$ cat config.mk
export PLATFORM = sky130hd
export DESIGN_NAME = kbd_code_xlat
export DESIGN_NICKNAME = d
export VERILOG_FILES = /design/src/rtl/xlat_pkg.sv /design/src/rtl/xlat_lut.sv /design/src/rtl/xlat_decode.sv /design/src/rtl/xlat_outreg.sv /design/src/rtl/kbd_code_xlat.sv
export SDC_FILE = /design/constraint.sdc
export NUM_CORES = 1
export LEC_CHECK = 0
export CAP_MARGIN = 20
export CORE_MARGIN = 2
export CORE_UTILIZATION = 34
export DETAILED_ROUTE_END_ITERATION = 8
export DONT_BUFFER_PORTS = 1
export GPL_ROUTABILITY_DRIVEN = 0
export HOLD_SLACK_MARGIN = 0.1
export PLACE_DENSITY_LB_ADDON = 0.08
export SYNTH_ARGS = -nofsm -noshare
export SYNTH_HDL_FRONTEND = slang
export SYNTH_SLANG_ARGS = --single-unit
$ cat constraint.sdc
create_clock -name clk -period 2.5 [get_ports clk]
set_clock_uncertainty 0.1 [all_clocks]
set_input_delay 0 -clock clk [delete_from_list [all_inputs] [get_ports clk]]
set_output_delay 0 -clock clk [all_outputs]
set_load 0.05 [all_outputs]
$ cat src/rtl/xlat_pkg.sv
package xlat_pkg;
  localparam int BYTE_W = 8;
  localparam int CODE_W = BYTE_W - 1;
  localparam logic [BYTE_W-1:0] REL_PREFIX = 8'hF0;

  typedef enum logic [1:0] {
    KIND_SCAN   = 2'd0,
    KIND_RELPFX = 2'd1,
    KIND_CMD    = 2'd2
  } byte_kind_e;

  function automatic byte_kind_e classify(input logic [BYTE_W-1:0] b);
    if (!b[BYTE_W-1])     return KIND_SCAN;
    if (b == REL_PREFIX)  return KIND_RELPFX;
    return KIND_CMD;
  endfunction
endpackage

$ cat src/rtl/xlat_lut.sv
module xlat_lut
  import xlat_pkg::*;
(
  input  logic [CODE_W-1:0] at_code,
  output logic              hit,
  output logic [CODE_W-1:0] xt_code
);
  always_comb begin
    hit     = 1'b1;
    xt_code = '0;
    unique case (at_code)
      7'h1C: xt_code = 7'h1E;
      7'h32: xt_code = 7'h30;
      7'h21: xt_code = 7'h2E;
      7'h23: xt_code = 7'h20;
      7'h24: xt_code = 7'h12;
      7'h2B: xt_code = 7'h21;
      7'h34: xt_code = 7'h22;
      7'h33: xt_code = 7'h23;
      7'h43: xt_code = 7'h17;
      7'h3B: xt_code = 7'h24;
      7'h42: xt_code = 7'h25;
      7'h4B: xt_code = 7'h26;
      7'h3A: xt_code = 7'h32;
      7'h31: xt_code = 7'h31;
      7'h44: xt_code = 7'h18;
      7'h4D: xt_code = 7'h19;
      7'h15: xt_code = 7'h10;
      7'h2D: xt_code = 7'h13;
      7'h1B: xt_code = 7'h1F;
      7'h2C: xt_code = 7'h14;
      7'h3C: xt_code = 7'h16;
      7'h2A: xt_code = 7'h2F;
      7'h1D: xt_code = 7'h11;
      7'h22: xt_code = 7'h2D;
      7'h35: xt_code = 7'h15;
      7'h1A: xt_code = 7'h2C;
      7'h29: xt_code = 7'h39;
      default: hit = 1'b0;
    endcase
  end
endmodule

$ cat src/rtl/xlat_decode.sv
module xlat_decode
  import xlat_pkg::*;
(
  input  logic              clk,
  input  logic              rst_n,
  input  logic              take,
  input  logic [BYTE_W-1:0] rx_byte,
  output logic              emit,
  output logic [BYTE_W-1:0] emit_byte,
  output logic              rel_armed
);
  byte_kind_e          kind;
  logic                lut_hit;
  logic [CODE_W-1:0]   lut_code;

  assign kind = classify(rx_byte);

  xlat_lut u_lut (
    .at_code (rx_byte[CODE_W-1:0]),
    .hit     (lut_hit),
    .xt_code (lut_code)
  );

  assign emit      = take && (kind == KIND_SCAN) && lut_hit;
  assign emit_byte = {rel_armed, lut_code};

  always_ff @(posedge clk) begin
    if (!rst_n) begin
      rel_armed <= 1'b0;
    end else if (take) begin
      unique case (kind)
        KIND_RELPFX: rel_armed <= 1'b1;
        KIND_SCAN:   rel_armed <= 1'b0;
        default:     rel_armed <= rel_armed;
      endcase
    end
  end

  // the release prefix arms the flag
  assert_prefix_arms_R2: assert property (@(posedge clk) disable iff (!rst_n)
    (take && rx_byte == REL_PREFIX) |=> rel_armed);

  // every scancode consumes the flag
  assert_scan_clears_R6: assert property (@(posedge clk) disable iff (!rst_n)
    (take && !rx_byte[BYTE_W-1]) |=> !rel_armed);
endmodule

$ cat src/rtl/xlat_outreg.sv
module xlat_outreg
  import xlat_pkg::*;
(
  input  logic              clk,
  input  logic              rst_n,
  input  logic              load,
  input  logic [BYTE_W-1:0] load_byte,
  output logic              empty,
  output logic              q_valid,
  output logic [BYTE_W-1:0] q_byte,
  input  logic              q_ready
);
  always_ff @(posedge clk) begin
    if (!rst_n) begin
      q_valid <= 1'b0;
      q_byte  <= '0;
    end else if (load) begin
      q_valid <= 1'b1;
      q_byte  <= load_byte;
    end else if (q_valid && q_ready) begin
      q_valid <= 1'b0;
    end
  end

  assign empty = !q_valid;

  // a stalled byte holds
  assert_hold_R8: assert property (@(posedge clk) disable iff (!rst_n)
    (q_valid && !q_ready) |=> (q_valid && $stable(q_byte)));
endmodule

$ cat src/rtl/kbd_code_xlat.sv
module kbd_code_xlat
  import xlat_pkg::*;
(
  input  logic              clk,
  input  logic              rst_n,
  input  logic              in_valid,
  input  logic [BYTE_W-1:0] in_data,
  output logic              in_ready,
  output logic              out_valid,
  output logic [BYTE_W-1:0] out_data,
  input  logic              out_ready
);
  logic              take;
  logic              emit;
  logic [BYTE_W-1:0] emit_byte;
  logic              rel_armed;
  logic              hold_empty;

  assign in_ready = hold_empty;
  assign take     = in_valid && hold_empty;

  xlat_decode u_dec (
    .clk       (clk),
    .rst_n     (rst_n),
    .take      (take),
    .rx_byte   (in_data),
    .emit      (emit),
    .emit_byte (emit_byte),
    .rel_armed (rel_armed)
  );

  xlat_outreg u_out (
    .clk       (clk),
    .rst_n     (rst_n),
    .load      (emit),
    .load_byte (emit_byte),
    .empty     (hold_empty),
    .q_valid   (out_valid),
    .q_byte    (out_data),
    .q_ready   (out_ready)
  );

  // command bytes leave the output register empty
  assert_cmd_silent_R1: assert property (@(posedge clk) disable iff (!rst_n)
    (take && in_data[BYTE_W-1]) |=> !out_valid);

  // a scancode taken while armed yields nothing or a break code
  assert_break_bit_R5: assert property (@(posedge clk) disable iff (!rst_n)
    (take && !in_data[BYTE_W-1] && rel_armed) |=> (!out_valid || out_data[BYTE_W-1]));
endmodule

==> impl_metrics.py <==
metrics = {
    "critical_path": {
        "arrival_ns": 2.43,
        "crit_top_cell": "dlygate4sd3_1",
        "critPathBufInv": 3,
        "worstSetupEndpointType": "flip-flop",
        "critPathLaunchType": "flip-flop",
        "required_ns": 2.60,
        "path_max_fanout": 3,
        "crit_path_max_incr_delay_ns": 0.58,
        "cp_cell_sequence": "inv_1 -> nand2_1 -> nor4_1 -> dlygate4sd3_1 -> a21oi_1 -> nor3_1 -> dlygate4sd3_1",
        "cp_slowest_cell": "dlygate4sd3_1",
        "critical_path_class": "flip-flop to flip-flop",
        "critPathTopFamily": "buffers and inverters",
    },
    "floorplan": {
        "dieArea_um2": 3651,
        "core-area_um2": 3053,
        "fp-row-count": 20,
        "die_h_um": 60.42,
        "die_w_um": 60.42,
        "ioPinCount": 22,
        "initial_core_util_pct": 35.45,
    },
    "cells_and_area": {
        "multiInputGateArea_um2": 747.0,
        "syn_to_final_growth_pct": 13.64,
        "nFillCells": 338,
        "num_antenna_cells": 0,
        "final_cell_area_um2": 1230,
        "mostFrequentLayoutCell": "dlygate4sd3_1",
        "layout_common_cells": "dlygate4sd3_1 (17), nand2_1 (16), nor2_1 (10), a21oi_1 (9)",
        "final_nets": 163,
        "drive_gt1_share_pct": 12.67,
        "regArea_um2": 181.4,
    },
    "sta": {
        "setup_viol": 0,
        "worstMarginPinSlew_ns": 0.5149,
        "slew_viol_final": 0,
        "relSlewSlack_pct": 65.63,
        "finalSetupTns_ns": 0,
        "rsz0062_at_grt": "no",
        "fin_crit_ns": 2.329,
        "finalHoldViolations": 0,
        "fmax_ghz": 0.4294,
        "fin_crit_sh_pct": 93.14,
    },
    "clock_network": {
        "clk_pin_slew_ns": 0.06,
        "cts_tree": "done",
        "cts.path.max_buffers": 2,
        "numCtsBuffers": 3,
        "h-tree-depth": 1,
        "clkLatencyLatePin_ns": 0.26,
        "cts-root-buf": "clkbuf_4",
        "clkSinkCount": 9,
    },
    "logic_synthesis": {
        "synth_edf_count": 0,
        "synth_top_area_cell": "dfxtp_1",
        "seq_area_frac_synth_pct": 16.65,
        "synth_area_per_cell_um2": 7.731,
        "netlist_area_um2": 1082,
        "netlist_instances": 140,
        "yosys-top-cells-area": "dfxtp_1 (17%), mux2i_1 (7.4%), nand2_1 (5.5%), buf_6 (5.2%), a21oi_1 (4.2%)",
        "ys.flop_type": "dfxtp_1",
        "syn_nets": 152,
        "ys_warn_count": 0,
        "ys_seq_elements": 9,
        "async_flop_share_pct": 0,
        "synth.top_cell.area_share_pct": 16.65,
        "yosysUniqueCellTypes": 48,
    },
    "detailed_routing": {
        "postRouteAntennaNets": 0,
        "wire_per_inst_um": 14.52,
        "dr.first_iter.drc_count": 39,
        "drcViolationCount": 0,
        "vias_per_cell": 5.649,
        "vias": 1096,
        "drt-pass1-iter-count": 4,
        "postRouteWirelength_mm": 2.817,
    },
    "placed_design": {
        "place_area_um2": 1020,
        "dp_hpwl_mm": 1.980,
        "port_buffers": 0,
    },
    "global_route": {
        "grt_start_max_net_pins": 19,
        "grt_usage_pct": 16.38,
        "overflow": 0,
        "grt_pass1_vias": 959,
        "grt_pass1_wl_mm": 4.554,
        "antenna_found_initial": 0,
    },
    "pwr": {
        "irDropWorstVdd_v": 0.0002069,
        "powerDensity_nw_per_um2": 299.0,
        "leakagePower_uw": 0.0004587,
        "power.total_uw": 367.8,
    },
    "status": {
        "status": "finished, final reports clean",
    },
    "run": {
        "max-cap-violations": 0,
    },
    "worst_hold_path": {
        "hp-class": "input port to flip-flop",
    },
}
==> cell families after synthesis <==
kind of cell	share of synthesized area [%]
AND/OR/NAND/NOR	31.79
AO/OA/AOI/OAI	27.05
buffers and inverters	14.33
flip-flops	16.65
multiplexers	7.399
XOR/XNOR	2.428
other	0.3465
==> per-stage QoR <==
stage	cells	hold WS (ns)	utilization (%)	worst slack [ns]
after floorplan	140	0.06028	-	0.6638
after global placement	172	0.05126	33.40	0.6711
after detailed placement	172	0.06109	33.40	0.6633
after CTS	194	0.1083	40.16	0.01627
after global routing	194	0.1298	40.29	0.04741
final	194	0.1137	40.29	0.1714
==> power by group <==
part | switching, µW | internal [µW] | total [µW]
Sequential | 7.27 | 145 | 153
Combinational | 53.2 | 51.0 | 104
Clock | 49.6 | 61.4 | 111
==> registers in the layout, indices dropped and copies added, names as in the netlist <==
| signal | flops |
|---|---|
| u_out.q_byte | 7 |
| u_dec.rel_armed | 1 |
| u_out.q_valid | 1 |
==> tightest hold or removal path: cells and delay by family <==
kind	cells	cell delay, ns
AOI/OAI and AO/OA	2	0.31
muxes	1	0.06
and+or+nand+nor	1	0.05
==> path summary, 6_finish.rpt <==
path | startpoint | to | slack, ns | cells past startpoint
max | u_out.q_valid$_SDFFE_PN0P_ | u_dec.rel_armed$_SDFFE_PN0P_ | 0.17 | 7
min | in_data[6] | u_out.q_byte[1]$_SDFFE_PN0P_ | 0.11 | 4
max reg2reg | u_out.q_valid$_SDFFE_PN0P_ | u_dec.rel_armed$_SDFFE_PN0P_ | 0.17 | 7
min reg2reg | u_out.q_valid$_SDFFE_PN0P_ | u_out.q_valid$_SDFFE_PN0P_ | 0.51 | 2
==> cells in the mapped netlist, types with 2 or more instances <==
library cell	instances
nand3b_1	3
xnor2_1	2
clkbuf_4	2
nand2b_4	2
or2b_1	2
a21oi_1	9
o32ai_1	3
nor2_1	10
nor4_1	6
nand3_1	2
clkbuf_8	2
inv_1	7
nor3_1	8
o21ai_0	7
buf_6	5
nand2b_1	4
dfxtp_1	9
a2bb2oi_1	2
nand2_1	16
a31oi_1	3
mux2i_1	8
a22oi_1	2
==> area by class of cell <==
class	instances	area share [%]
inverters	8	2.442
flip-flops and latches	9	14.75
repair buffers	19	15.46
clock buffers	4	2.136
multi-input cells	110	60.73
well taps	44	4.476
==> layer usage <==
metal	routed length, µm	track usage (%)	share of wire [%]
met1	1286	22.62	46
met2	1271	24.69	45
met4	49	3.727	1.7
met3	209	5.757	7.4
met5	0	0	0
==> what timing repair did <==
item | in CTS | in global routing
buffers inserted | 0 | 0
hold buffers | 18 | 0
resized for setup | 0 | 2
endpoints found under the hold margin | 9 | 0
endpoints found under the setup margin | 0 | 8
No activity file was read; power rests on OpenSTA's default activity.
